`src/rtl/dram_seq_pkg.sv`:
```
package dram_seq_pkg;

  typedef enum logic [3:0] {
    S_IDLE, S_PRE, S_BST, S_WL, S_SA1, S_SA2, S_COL,
    S_R1, S_R2, S_R3, S_R4, S_R5, S_REQ, S_DONE
  } seq_st_e;

  localparam logic [1:0] OP_READ  = 2'b00;
  localparam logic [1:0] OP_WRITE = 2'b01;

  // refresh is any code with the upper bit set
  function automatic logic op_is_refresh(input logic [1:0] op);
    return op[1];
  endfunction

  // fixed phase chain; refresh skips the column phase
  function automatic seq_st_e next_phase(input seq_st_e s, input logic refr);
    case (s)
      S_PRE:   return S_BST;
      S_BST:   return S_WL;
      S_WL:    return S_SA1;
      S_SA1:   return S_SA2;
      S_SA2:   return refr ? S_R1 : S_COL;
      S_COL:   return S_R1;
      S_R1:    return S_R2;
      S_R2:    return S_R3;
      S_R3:    return S_R4;
      S_R4:    return S_R5;
      S_R5:    return S_REQ;
      S_REQ:   return S_DONE;
      default: return S_IDLE;
    endcase
  endfunction

endpackage

```
`src/rtl/dram_seq_timer.sv`:
```
module dram_seq_timer #(
  parameter int CW = 4
) (
  input  logic          clk,
  input  logic          rst_n,
  input  logic          load_i,
  input  logic [CW-1:0] load_val_i,
  output logic          last_o
);
  logic [CW-1:0] cnt_q;

  always_ff @(posedge clk or negedge rst_n) begin
    if (!rst_n)                cnt_q <= '0;
    else if (load_i)           cnt_q <= load_val_i;
    else if (cnt_q != '0)      cnt_q <= cnt_q - 1'b1;
  end

  assign last_o = (cnt_q == '0);

  // a loaded count of n ends the phase after exactly n+1 cycles
  p_count_step_r2: assert property (@(posedge clk) disable iff (!rst_n)
    (!load_i && !last_o) |=> !load_i || (cnt_q < $past(cnt_q)));
endmodule

```
`src/rtl/dram_seq_fsm.sv`:
```
module dram_seq_fsm
  import dram_seq_pkg::*;
#(
  parameter int CW = 4
) (
  input  logic          clk,
  input  logic          rst_n,
  input  logic          start_i,
  input  logic [1:0]    op_i,
  input  logic [CW-1:0] t_pre_i,
  input  logic [CW-1:0] t_bst_i,
  input  logic [CW-1:0] t_wl_i,
  input  logic [CW-1:0] t_sa1_i,
  input  logic [CW-1:0] t_sa2_i,
  input  logic [CW-1:0] t_col_i,
  input  logic          last_i,
  output seq_st_e       state_o,
  output logic [1:0]    op_o,
  output logic          load_o,
  output logic [CW-1:0] load_val_o
);
  localparam int NPH = 6;

  seq_st_e                 state_q, state_d;
  logic [1:0]              op_q;
  logic [NPH-1:0][CW-1:0]  cfg_q;
  logic                    accept;

  // a programmed length n occupies max(1,n) cycles: counter reload is n-1
  function automatic logic [CW-1:0] reload_of(input logic [CW-1:0] n);
    return (n == '0) ? '0 : n - 1'b1;
  endfunction

  assign accept = (state_q == S_IDLE) && start_i;

  always_comb begin
    state_d    = state_q;
    load_o     = 1'b0;
    load_val_o = '0;
    if (state_q == S_IDLE) begin
      if (start_i) begin
        state_d    = S_PRE;
        load_o     = 1'b1;
        load_val_o = reload_of(t_pre_i);
      end
    end else if (last_i) begin
      state_d = next_phase(state_q, op_is_refresh(op_q));
      load_o  = 1'b1;
      case (state_d)
        S_BST:   load_val_o = reload_of(cfg_q[1]);
        S_WL:    load_val_o = reload_of(cfg_q[2]);
        S_SA1:   load_val_o = reload_of(cfg_q[3]);
        S_SA2:   load_val_o = reload_of(cfg_q[4]);
        S_COL:   load_val_o = reload_of(cfg_q[5]);
        default: load_val_o = '0;
      endcase
    end
  end

  always_ff @(posedge clk or negedge rst_n) begin
    if (!rst_n) begin
      state_q <= S_IDLE;
      op_q    <= OP_READ;
      cfg_q   <= '0;
    end else begin
      state_q <= state_d;
      if (accept) begin
        op_q  <= op_i;
        cfg_q <= {t_col_i, t_sa2_i, t_sa1_i, t_wl_i, t_bst_i, t_pre_i};
      end
    end
  end

  assign state_o = state_q;
  assign op_o    = op_q;

  p_busy_hold_r10: assert property (@(posedge clk) disable iff (!rst_n)
    (state_q != S_IDLE && state_q != S_DONE) |=> state_q != S_IDLE);
  p_op_stable_r10: assert property (@(posedge clk) disable iff (!rst_n)
    (state_q != S_IDLE && state_q != S_DONE) |=> $stable(op_q));
  p_refresh_nocol_r8: assert property (@(posedge clk) disable iff (!rst_n)
    op_is_refresh(op_q) |-> state_q != S_COL);
  p_start_only_idle_r2: assert property (@(posedge clk) disable iff (!rst_n)
    (state_q == S_PRE && $past(state_q) != S_PRE) |-> $past(state_q) == S_IDLE);
endmodule

```
`src/rtl/dram_seq_strobe.sv`:
```
module dram_seq_strobe
  import dram_seq_pkg::*;
(
  input  logic       clk,
  input  logic       rst_n,
  input  seq_st_e    state_i,
  input  logic [1:0] op_i,
  input  logic       last_i,
  output logic       eq_bl_o,
  output logic       eq_sl_o,
  output logic       iso_o,
  output logic       boost_o,
  output logic       wl_o,
  output logic       sa1_o,
  output logic       sa2_o,
  output logic       csel_o,
  output logic       rd_amp_o,
  output logic       wr_amp_o,
  output logic       rd_valid_o,
  output logic       busy_o,
  output logic       done_o
);
  logic col_ph, pump_ph, wl_ph, sa1_ph, sa2_ph, eq_ph;

  assign eq_ph   = state_i inside {S_IDLE, S_PRE, S_REQ, S_DONE};
  assign pump_ph = state_i inside {S_BST, S_WL, S_SA1, S_SA2, S_COL,
                                   S_R1, S_R2, S_R3, S_R4};
  assign wl_ph   = state_i inside {S_WL, S_SA1, S_SA2, S_COL, S_R1, S_R2, S_R3};
  assign sa1_ph  = state_i inside {S_SA1, S_SA2, S_COL, S_R1, S_R2};
  assign sa2_ph  = state_i inside {S_SA2, S_COL, S_R1};
  assign col_ph  = (state_i == S_COL);

  assign eq_bl_o    = eq_ph;
  assign eq_sl_o    = eq_ph;
  assign iso_o      = pump_ph;
  assign boost_o    = pump_ph;
  assign wl_o       = wl_ph;
  assign sa1_o      = sa1_ph;
  assign sa2_o      = sa2_ph;
  assign csel_o     = col_ph;
  assign rd_amp_o   = col_ph && (op_i == OP_READ);
  assign wr_amp_o   = col_ph && (op_i == OP_WRITE);
  assign rd_valid_o = col_ph && (op_i == OP_READ) && last_i;
  assign busy_o     = (state_i != S_IDLE);
  assign done_o     = (state_i == S_DONE);

  p_pre_exit_r3: assert property (@(posedge clk) disable iff (!rst_n)
    ($fell(eq_bl_o) && busy_o) |-> iso_o && boost_o && !wl_o);
  p_wl_after_boost_r4: assert property (@(posedge clk) disable iff (!rst_n)
    $rose(wl_o) |-> $past(iso_o) && $past(boost_o) && !eq_bl_o);
  p_sa1_after_wl_r5: assert property (@(posedge clk) disable iff (!rst_n)
    $rose(sa1_o) |-> $past(wl_o) && !sa2_o);
  p_sa_stagger_r5: assert property (@(posedge clk) disable iff (!rst_n)
    $rose(sa2_o) |-> $past(sa1_o));
  p_col_after_sa_r6: assert property (@(posedge clk) disable iff (!rst_n)
    $rose(csel_o) |-> $past(sa2_o) && $past(sa1_o));
  p_valid_end_r6: assert property (@(posedge clk) disable iff (!rst_n)
    rd_valid_o |=> !csel_o);
  p_amp_excl_r7: assert property (@(posedge clk) disable iff (!rst_n)
    !(rd_amp_o && wr_amp_o));
  p_rev_sa_r9: assert property (@(posedge clk) disable iff (!rst_n)
    $fell(sa1_o) |-> !sa2_o && !csel_o && wl_o);
  p_rev_wl_r9: assert property (@(posedge clk) disable iff (!rst_n)
    $fell(wl_o) |-> iso_o && !sa1_o);
  p_done_eq_r9: assert property (@(posedge clk) disable iff (!rst_n)
    done_o |-> $past(eq_bl_o) && eq_bl_o && $past(busy_o));
endmodule

```
`src/rtl/dram_seq_ctrl.sv`:
```
module dram_seq_ctrl
  import dram_seq_pkg::*;
#(
  parameter int CW = 4
) (
  input  logic          clk,
  input  logic          rst_n,
  input  logic          start_i,
  input  logic [1:0]    op_i,
  input  logic [CW-1:0] t_pre_i,
  input  logic [CW-1:0] t_bst_i,
  input  logic [CW-1:0] t_wl_i,
  input  logic [CW-1:0] t_sa1_i,
  input  logic [CW-1:0] t_sa2_i,
  input  logic [CW-1:0] t_col_i,
  output logic          eq_bl_o,
  output logic          eq_sl_o,
  output logic          iso_o,
  output logic          boost_o,
  output logic          wl_o,
  output logic          sa1_o,
  output logic          sa2_o,
  output logic          csel_o,
  output logic          rd_amp_o,
  output logic          wr_amp_o,
  output logic          rd_valid_o,
  output logic          busy_o,
  output logic          done_o
);
  seq_st_e       phase_w;
  logic [1:0]    op_w;
  logic          load_w;
  logic [CW-1:0] load_val_w;
  logic          last_w;

  dram_seq_fsm #(.CW(CW)) fsm_i (
    .clk(clk), .rst_n(rst_n), .start_i(start_i), .op_i(op_i),
    .t_pre_i(t_pre_i), .t_bst_i(t_bst_i), .t_wl_i(t_wl_i),
    .t_sa1_i(t_sa1_i), .t_sa2_i(t_sa2_i), .t_col_i(t_col_i),
    .last_i(last_w), .state_o(phase_w), .op_o(op_w),
    .load_o(load_w), .load_val_o(load_val_w)
  );

  dram_seq_timer #(.CW(CW)) timer_i (
    .clk(clk), .rst_n(rst_n), .load_i(load_w),
    .load_val_i(load_val_w), .last_o(last_w)
  );

  dram_seq_strobe strobe_i (
    .clk(clk), .rst_n(rst_n), .state_i(phase_w), .op_i(op_w), .last_i(last_w),
    .eq_bl_o(eq_bl_o), .eq_sl_o(eq_sl_o), .iso_o(iso_o), .boost_o(boost_o),
    .wl_o(wl_o), .sa1_o(sa1_o), .sa2_o(sa2_o), .csel_o(csel_o),
    .rd_amp_o(rd_amp_o), .wr_amp_o(wr_amp_o), .rd_valid_o(rd_valid_o),
    .busy_o(busy_o), .done_o(done_o)
  );
endmodule

```
`config.mk`:
```
export PLATFORM = sky130hd
export DESIGN_NAME = dram_seq_ctrl
export DESIGN_NICKNAME = d
export VERILOG_FILES = /design/src/rtl/dram_seq_pkg.sv /design/src/rtl/dram_seq_timer.sv /design/src/rtl/dram_seq_fsm.sv /design/src/rtl/dram_seq_strobe.sv /design/src/rtl/dram_seq_ctrl.sv
export SDC_FILE = /design/constraint.sdc
export NUM_CORES = 1
export LEC_CHECK = 0
export ABC_AREA = 1
export BUFFER_PORTS_ARGS = -buffer_cell sky130_fd_sc_hd__buf_2
export CORE_ASPECT_RATIO = 1.2
export CORE_MARGIN = 2
export CORE_UTILIZATION = 45
export CTS_CLUSTER_SIZE = 25
export DETAILED_ROUTE_END_ITERATION = 10
export GPL_TIMING_DRIVEN = 1
export PLACE_DENSITY = 0.77
export REMOVE_ABC_BUFFERS = 1
export SETUP_SLACK_MARGIN = 0.4
export SLEW_MARGIN = 20
export SYNTH_ARGS = -nofsm -noshare
export SYNTH_HDL_FRONTEND = slang
export SYNTH_HIERARCHICAL = 1
export SYNTH_SLANG_ARGS = --single-unit
```
`constraint.sdc`:
```
create_clock -name clk -period 1.5 [get_ports clk]
set_input_delay 0.15 -clock clk [delete_from_list [all_inputs] [get_ports clk]]
set_output_delay 0.15 -clock clk [all_outputs]
set_load 0.01 [all_outputs]
```
==> summary.md, run 1 <==
| Metric | Value |
|---|---|
| Status | finished, violations left |
| Failing checks | setup timing |
| Num rows | 27 |
| IO Pins | 42 |
| Antenna cell count | 0 |
| Fin. max-slew vios | 0 |
| Drt drc | 0 |
| Post-layout minimum cycle time | 1.66 ns |
| Layout Utilization | 70.7% |
| Post-DRT Antenna Nets | 0 |
| Most frequent CP cell | nand2_1 |
| Post-Synthesis Cells | 301 |
| WL per Instance | 13.3 um |
| Synth Warn # | 6 |
| Crit path largest cell delay | 0.46 ns |
| Period utilization | 111% |
| Critical Path AT | 1.88 ns |
| Buffers & Inverters on Critical Path | 1 |
| Seq/Total Area, Yosys | 35.9% |
| Pwr/cell area | 2100 nW/um^2 |
| Fin Setup TNS | -1.86 ns |
| Total gr overflow | 0 |
| Crit Path Class | flop to flop |
| Fin area | 3200 sq um |
| Largest net degree at the start of global routing | 31 |
| Top FF cell, synth | dfrtp_1 |
| Final Net Count | 435 |
| Crit-path slowest cell | dfrtp_2 |
| Max IR drop VDD | 1.07 mV |
| Vias | 2356 |
| Dpl cell area | 2540 sq um |
| Synthesized flop and latch total | 30 |
| Slew of the pin with the lowest slew margin | 0.683 ns |
| Distinct cells, synth | 29 |
| Chip width | 66.2 um |
| Core box area | 4530 sq um |
| CP Max Fanout | 5 |
| Num CTS Buffers | 5 |
| H-tree levels | 2 |
| PnR Total Power | 6.72 mW |
| Fin Clk Skew | 0.00698 ns |
| FMAX | 602 MHz |
| HPWL Detailed | 3440 um |
| Pre-Repair DR Iteration Count | 4 |
| Initial antenna violation count | 0 |
| Max cap viols | 0 |
| R2R depth | 13 |
| Synth async-reset ratio | 100% |
| Layout cells sized above 1 | 44.3% |
| Worst-path cell chain | inv_4 -> nand2_8 -> nand2_2 -> o21ai_2 -> nor2_2 -> nand3_1 -> nand4_1 -> nand2_1 -> nand2_1 -> nand2_1 -> o21ai_1 -> nand2_1 -> o21ai_1 |
| Syn Std Cell Area | 2090 sq um |
| CP Depth | 13 |
| Worst hold path type | input pin to flop |
| Post-synth EDFFs | 0 |
| Minimum hold slack | 0.0900 ns |
| Synth Area per Inst | 6.94 sq um |
| Post-synth top area cell | dfrtp_1 |
| Gp weighted congestion | 0.908 |
| Die area | 5210 sq um |
| Multi-input gate area | 1380 sq um |
| Post-route insts no fill | 455 |
| Die Height | 78.6 um |
| Clk root buf | clkbuf_8 |
| CTS Sinks | 30 |
| Critical path data required time | 1.72 ns |
| FF/Latch Area | 754 sq um |
| Critical Path End Type | flop |
| CTS tree | yes |
| Setup WS post-layout | -0.161 ns |
| Fillers | 338 |
| Lkg Pwr | 1.63 nW |
| Initial drt markers | 141 |
| Routed WL | 6050 um |
| Critical path's top delay family | simple AND/OR/NAND/NOR gates |
| Number of cells after detailed placement | 420 |
| Synth area leaders | dfrtp_1 36%, nand2_1 12%, nor2_1 9.0% |
| Crit start category | flop |
| CTS clock-pin slew for the worst setup and hold paths | 0.06 ns |
| Routed vias/inst | 5.18 |
| Clock latency on the worst-skew pair | 0.29 ns |
| Area grow syn2layout | 53.2% |
| Starting density of the core | 46.2% |
| WHS Path Cells | 2 |
| I/O Buffers | 41 |
| First-pass GRT wire length | 9410 um |
| Final setup fails | 22 |
| RSZ-0062 raised after global routing | yes |
| GRT Overall Usage | 23.3% |
| Hold Violations, Final | 0 |
| CTS max path bufs | 2 |
| Yosys top cell area share | 35.9% |
| Pre-CTS setup slack | -0.108 ns |
| Vias in the first global route | 2269 |
| Max_slew headroom | 54.5% |
-- cell usage in the layout (no fill, tap or decap), drive strengths merged --
master       instances
buf                 94
nand2               66
nor2                58
inv                 45
dfrtp               30
nand3               28
a21oi               23
o21ai               14
ha                   9
clkbuf               5
nand4                5
mux2                 3
nor3                 3
clkinv               2
xor2                 2
nand3b               2
o211ai               2
and3                 1
o21bai               1
o21a                 1
or2                  1
dlygate4sd3          1
xnor2                1
-- timing repair --
action	in CTS	in global routing
hold buffers	1	0
setup endpoints to repair	43	43
setup buffers	11	13
cloned	3	0
hold endpoints to repair	30	0
gates resized for setup	53	49
pin swaps	19	20
-- synthesized netlist by cell type, types with 3 or more instances --
| cell | number |
|---|---|
| nor3_1 | 3 |
| o21ai_0 | 13 |
| ha_1 | 9 |
| a21oi_1 | 23 |
| nor2_2 | 7 |
| mux2_2 | 3 |
| dfrtp_1 | 30 |
| inv_1 | 41 |
| buf_2 | 3 |
| nand2_1 | 65 |
| nand4_1 | 4 |
| nand3_1 | 26 |
| inv_2 | 4 |
| nor2_1 | 50 |
-- logic make-up after synthesis --
kind of cell / share of synthesized area, %
compound gates: 10.8
simple gates: 35.3
mux: 1.62
flops: 35.9
fa+ha+maj: 5.39
xor+xnor: 1.26
buf+inv: 9.70
-- worst paths after layout --
check                                       from               end  slack [ns]
max in group asynchronous                  rst_n  fsm_i/state_o[2]        0.57
worst min-delay path                     op_i[1]     fsm_i/op_o[1]        0.09
worst min register to register     fsm_i/op_o[0]     fsm_i/op_o[0]        0.53
min in group asynchronous                  rst_n  timer_i/cnt_q[3]        0.45
worst max register to register  fsm_i/state_o[2]  timer_i/cnt_q[1]       -0.16
worst max-delay path            fsm_i/state_o[2]  timer_i/cnt_q[1]       -0.16
-- state kept, by name, summed over array words and instances, names as in the netlist --
register	flops
fsm_i/cfg_q	20
fsm_i/state_o	4
timer_i/cnt_q	4
fsm_i/op_o	2
-- per-layer routing --
metal | GRT usage (%) | routed length, um
met5 | 0 | 0
met4 | 12.4 | 238
met3 | 4.01 | 310
met2 | 41.9 | 3200
met1 | 25.4 | 2300
-- cell type report --
| cell class | count | area share [%] |
|---|---|---|
| Multi-Input combinational cell | 220 | 42.9 |
| Clock inverter | 2 | 0.313 |
| Sequential cell | 30 | 23.6 |
| Timing Repair Buffer | 95 | 23.1 |
| Clock buffer | 5 | 2.15 |
| Inverter | 45 | 5.67 |
| Tap cell | 58 | 2.27 |
-- power by group --
part           switching [mW]  total, mW  internal [mW]
Combinational            2.46       4.59           2.13
Clock                   0.303      0.613          0.310
Sequential              0.316       1.52           1.20
(Power assumes the default switching activity.)
==> run 2: changes to the inputs <==
--- a/config.mk
+++ b/config.mk
@@ -7,7 +7,6 @@
 export LEC_CHECK = 0
 export ABC_AREA = 1
 export BUFFER_PORTS_ARGS = -buffer_cell sky130_fd_sc_hd__buf_2
-export CORE_ASPECT_RATIO = 1.2
 export CORE_MARGIN = 2
 export CORE_UTILIZATION = 45
 export CTS_CLUSTER_SIZE = 25
==> summary.md, run 2 (same netlist as run 1, synthesis figures left out) <==
| Metric | Value |
|---|---|
| Initial antenna violation count | 0 |
| Clock share of power | 7.3% |
| Num CTS Buffers | 5 |
| Fin area | 3750 sq um |
| CTS tree | yes |
| Critical Path AT | 2.09 ns |
| Failing checks | setup timing |
| Post-route insts no fill | 483 |
| Chip width | 72.1 um |
| Initial drt markers | 279 |
| Critical path data required time | 1.71 ns |
| Sw Share | 47.2% |
| RSZ-0062 raised after global routing | yes |
| Worst hold path type | input pin to flop |
| Routed vias/inst | 5.88 |
| I/O Buffers | 41 |
| WL per Instance | 19.5 um |
| Period utilization | 125% |
| Fin Clk Skew | 0.0104 ns |
| H-tree levels | 2 |
| Num rows | 24 |
| Antenna cell count | 0 |
| Pre-Repair DR Iteration Count | 5 |
| Die Height | 72.1 um |
| CTS Sinks | 30 |
| Clock latency on the worst-skew pair | 0.29 ns |
| Routed WL | 9430 um |
| Layout Utilization | 84.9% |
| Comb pwr share | 74.3% |
| Top reg by flops | fsm_i/cfg_q |
| Post-DRT Antenna Nets | 0 |
| Core box area | 4410 sq um |
| Crit start category | flop |
| Most common cell after layout, fill and taps aside | buf_4 |
| Status | finished, violations left |
| Register share of total power | 18.4% |
| Max cap viols | 0 |
| Crit-path slowest cell | dfrtp_2 |
| Lkg Pwr | 1.88 nW |
| Hold Violations, Final | 0 |
| Largest net degree at the start of global routing | 31 |
| Starting density of the core | 47.3% |
| Critical Path End Type | flop |
| Post-layout minimum cycle time | 1.87 ns |
| Max IR drop VDD | 1.46 mV |
| Setup WS post-layout | -0.373 ns |
| Area grow syn2layout | 79.4% |
| Die area | 5200 sq um |
| Crit Path Class | flop to flop |
| R2r setup slk | -0.37 ns |
| Net Switching | 4.05 mW |
| CTS max path bufs | 2 |
| Crit path largest cell delay | 0.46 ns |
| Total gr overflow | 0 |
| Gp weighted congestion | 0.910 |
| CP Max Fanout | 5 |
| Most frequent CP cell | nand2_1 |
| Vias in the first global route | 2653 |
| Clk root buf | clkbuf_8 |
| Vias | 2839 |
| Final Net Count | 469 |
| Worst-path cell chain | buf_4 -> nand2_2 -> a21oi_4 -> buf_4 -> nand3_1 -> nand4_1 -> nand2_1 -> nand2_1 -> nand2_1 -> o21ai_1 -> nand2_1 -> o21ai_1 |
| FMAX | 534 MHz |
| Minimum hold slack | 0.110 ns |
| Fin. max-slew vios | 0 |
| Dpl cell area | 2550 sq um |
| First-pass GRT wire length | 12000 um |
| Cell-internal power | 4.53 mW |
| Layout cells sized above 1 | 58.9% |
| Final setup fails | 43 |
| Most frequent cells in the layout | 60 x buf_4, 46 x nand2_1, 38 x buf_2, 27 x dfrtp_1, 26 x inv_1 |
| GRT Overall Usage | 29.8% |
| HPWL Detailed | 3620 um |
| Number of cells after detailed placement | 416 |
| CTS clock-pin slew for the worst setup and hold paths | 0.07 ns |
| Max reg flops | 20 |
| Pwr/cell area | 2290 nW/um^2 |
| Max_slew headroom | 51.7% |
| Drt drc | 0 |
| IO Pins | 42 |
| Slew of the pin with the lowest slew margin | 0.724 ns |
## run 2: what timing repair did
item,CTS,global route
setup endpoints to repair,43,43
pin swaps,35,29
gates resized for setup,114,68
endpoints found under the hold margin,30,0
buffers inserted,37,19
hold buffers,1,0
gates cloned,3,0
## run 2: area by class of cell
cell class,count,area [sq um]
well taps,52,65.1
fillers,214,666
repair buffers,129,1080
clock inverters,2,10.0
multi-input cells,220,1590
flip-flops and latches,30,754
inverters,45,186
clock buffers,5,68.8
## run 2: path summary, 6_finish.rpt
| check | start | to | depth (start not counted) |
|---|---|---|---|
| setup / recovery | fsm_i/state_o[0] | timer_i/cnt_q[0] | 12 |
| hold / removal | t_sa1_i[3] | fsm_i/cfg_q[15] | 3 |
| setup reg to reg | fsm_i/state_o[0] | timer_i/cnt_q[0] | 12 |
| hold reg to reg | fsm_i/cfg_q[17] | fsm_i/cfg_q[17] | 2 |
| max in group asynchronous | rst_n | fsm_i/state_o[2] | 2 |
| min in group asynchronous | rst_n | fsm_i/state_o[3] | 2 |
## run 2: power by group through the flow
stage | Clock [mW] | Sequential [mW] | Combinational [mW]
after floorplan | 0 | 1.45 | 2.00
after global placement | 0 | 1.46 | 3.08
after detailed placement | 0 | 1.48 | 3.17
after CTS | 0.613 | 1.49 | 4.78
after global routing | 0.686 | 1.60 | 6.67
final | 0.627 | 1.58 | 6.37
## run 2: per-stage QoR
step / total power [mW] / setup TNS [ns] / setup slack, ns
2_1_floorplan: 3.45 / -1.58 / -0.323
5_1_grt: 8.96 / -7.22 / -0.376
3_5_place_dp: 4.64 / -0.404 / -0.126
3_3_place_gp: 4.54 / -0.180 / -0.0821
4_1_cts: 6.88 / -0.262 / -0.0668
6_report: 8.57 / -5.33 / -0.373
## run 2: per-layer routing
metal,GRT usage [%],wire [um],up-vias
met4,15.7,744,0
met5,0,0,-
li1,-,-,1229
met2,54.0,4700,209
met1,31.9,3310,1315
met3,7.08,671,86
## run 2: critical path: cells and delay by family (launching register included)
family | cells | cell delay [ns]
and+or+nand+nor | 7 | 0.64
DFF | 1 | 0.46
AOI/OAI and AO/OA | 3 | 0.42
buffers and inverters | 2 | 0.29
==> run 3: changes to the inputs <==
--- a/config.mk
+++ b/config.mk
@@ -13,6 +13,7 @@
 export DETAILED_ROUTE_END_ITERATION = 10
 export GPL_TIMING_DRIVEN = 1
 export PLACE_DENSITY = 0.77
+export RECOVER_POWER = 25
 export REMOVE_ABC_BUFFERS = 1
 export SETUP_SLACK_MARGIN = 0.4
 export SLEW_MARGIN = 20
==> summary.md, run 3 (same netlist as run 1, synthesis figures left out) <==
| Metric | Value |
|---|---|
| Num rows | 24 |
| Setup WS post-layout | -0.372 ns |
| Fin area | 3750 sq um |
| PnR Total Power | 8.58 mW |
| Largest net degree at the start of global routing | 31 |
| Routed WL | 9430 um |
| Max IR drop VDD | 1.46 mV |
| Slew of the pin with the lowest slew margin | 0.807 ns |
| Vias | 2852 |
| Gp weighted congestion | 0.910 |
| Period utilization | 125% |
| Core box area | 4410 sq um |
| R2r setup slk | -0.37 ns |
| Most frequent cells in the layout | 60 x buf_4, 46 x nand2_1, 37 x buf_2, 27 x dfrtp_1, 26 x inv_1 |
| Num CTS Buffers | 5 |
| Worst-path cell chain | buf_4 -> nand2_2 -> a21oi_4 -> buf_4 -> nand3_1 -> nand4_1 -> nand2_1 -> nand2_1 -> nand2_1 -> o21ai_1 -> nand2_1 -> o21ai_1 |
| Critical path data required time | 1.71 ns |
| Drt drc | 0 |
| Crit-path slowest cell | dfrtp_2 |
| First-pass GRT wire length | 12000 um |
| FF-to-FF End | timer_i/cnt_q[0] |
| Failing checks | setup timing |
| HPWL Detailed | 3620 um |
| Area grow syn2layout | 79.4% |
| Pre-Repair DR Iteration Count | 5 |
| CP Max Fanout | 5 |
| Initial drt markers | 279 |
| Max cap viols | 0 |
| Final setup fails | 43 |
| Max_slew headroom | 46.2% |
| Critical Path AT | 2.09 ns |
| Most common cell after layout, fill and taps aside | buf_4 |
| Initial antenna violation count | 0 |
| Lkg Pwr | 1.88 nW |
| CTS tree | yes |
| Vias in the first global route | 2653 |
| Critical Path End Type | flop |
| Most frequent CP cell | nand2_1 |
| Hold Violations, Final | 0 |
| Crit path largest cell delay | 0.46 ns |
| GRT Overall Usage | 29.8% |
| Top reg by flops | fsm_i/cfg_q |
| Max reg flops | 20 |
| Buffers & Inverters on Critical Path | 2 |
| Worst hold path type | input pin to flop |
| WHS Path Cells | 3 |
| Post-DRT Antenna Nets | 0 |
| Hold Path Sink | fsm_i/cfg_q[15] |
| Fin. max-slew vios | 0 |
| RSZ-0062 raised after global routing | yes |
| Critical path's top delay family | simple AND/OR/NAND/NOR gates |
| Hold_sp | t_sa1_i[3] |
| Post-layout minimum cycle time | 1.87 ns |
| Die area | 5200 sq um |
| R2R depth | 12 |
| I/O Buffers | 41 |
| CTS max path bufs | 2 |
| Final Net Count | 469 |
| Dpl cell area | 2550 sq um |
| CTS Sinks | 30 |
| Antenna cell count | 0 |
| IO Pins | 42 |
| Fin Clk Skew | 0.0112 ns |
| Routed vias/inst | 5.90 |
| Crit Path Class | flop to flop |
| Reg2reg start | fsm_i/state_o[0] |
| Chip width | 72.1 um |
| Die Height | 72.1 um |
| Starting density of the core | 47.3% |
| Clk root buf | clkbuf_8 |
| WL per Instance | 19.5 um |
| Crit start category | flop |
| CTS clock-pin slew for the worst setup and hold paths | 0.07 ns |
| Total gr overflow | 0 |
| H-tree levels | 2 |
| Layout cells sized above 1 | 58.9% |
| Clock latency on the worst-skew pair | 0.29 ns |
| FMAX | 534 MHz |
| Pwr/cell area | 2290 nW/um^2 |
| Status | finished, violations left |
run 3: changes by cell type in the layout (fill, tap and decap cells not counted):
cell,change
clkbuf_2,+1
buf_2,-1
run 3: per-layer routing:
layer  up-vias  track usage (%)  wire length (um)
met5         -                0                 0
met4         0             15.7               752
met3        84             7.08               651
met2       214             54.0              4690
met1      1325             31.9              3330
li1       1229                -                 -
run 3: what timing repair did:
| item | CTS | global route |
|---|---|---|
| cloned | 3 | 0 |
| hold endpoints to repair | 30 | 0 |
| pin swaps | 35 | 29 |
| setup endpoints to repair | 43 | 43 |
| gates resized for setup | 114 | 68 |
| hold buffers | 1 | 0 |
| setup buffers | 37 | 19 |
run 3: per-stage QoR:
stage,util (%),TNS (ns),std cells,hold slack (ns),setup slack (ns)
global route,84.9,-7.22,483,0.107,-0.376
CTS,76.3,-0.262,464,0.0998,-0.0668
floorplan,-,-1.58,295,-0.146,-0.323
global placement,57.7,-0.180,416,0.226,-0.0821
detailed placement,57.7,-0.404,416,0.227,-0.126
finish,84.9,-5.37,483,0.110,-0.372
run 3: power breakdown:
group          switching (mW)  total [mW]  internal, mW
registers               0.381        1.58          1.20
logic                    3.35        6.37          3.02
clock network           0.317       0.628         0.311
total                    4.05        8.58          4.53
run 3: area by class of cell:
class | count | area [sq um]
multi-input cells | 220 | 1590
repair buffers | 129 | 1080
flip-flops and latches | 30 | 754
fillers | 214 | 666
inverters | 45 | 186
clock buffers | 5 | 68.8
well taps | 52 | 65.1
clock inverters | 2 | 10.0
run 3: worst max path at each step:
stage | start | endpoint | slack, ns | cells after the start
after global placement | fsm_i/state_o[2] | timer_i/cnt_q[0] | -0.08 | 12
final | fsm_i/state_o[0] | timer_i/cnt_q[0] | -0.37 | 12
after floorplan | fsm_i/state_o[0] | timer_i/cnt_q[0] | -0.32 | 9
after CTS | fsm_i/state_o[3] | timer_i/cnt_q[0] | -0.07 | 12
after detailed placement | fsm_i/state_o[0] | timer_i/cnt_q[1] | -0.13 | 12
after global routing | fsm_i/state_o[1] | timer_i/cnt_q[0] | -0.38 | 12
run 3: tightest hold or removal path, stage by stage:
cell	delay (ns)
buf_2	0.07
nor2_1	0.03
a21oi_1	0.09
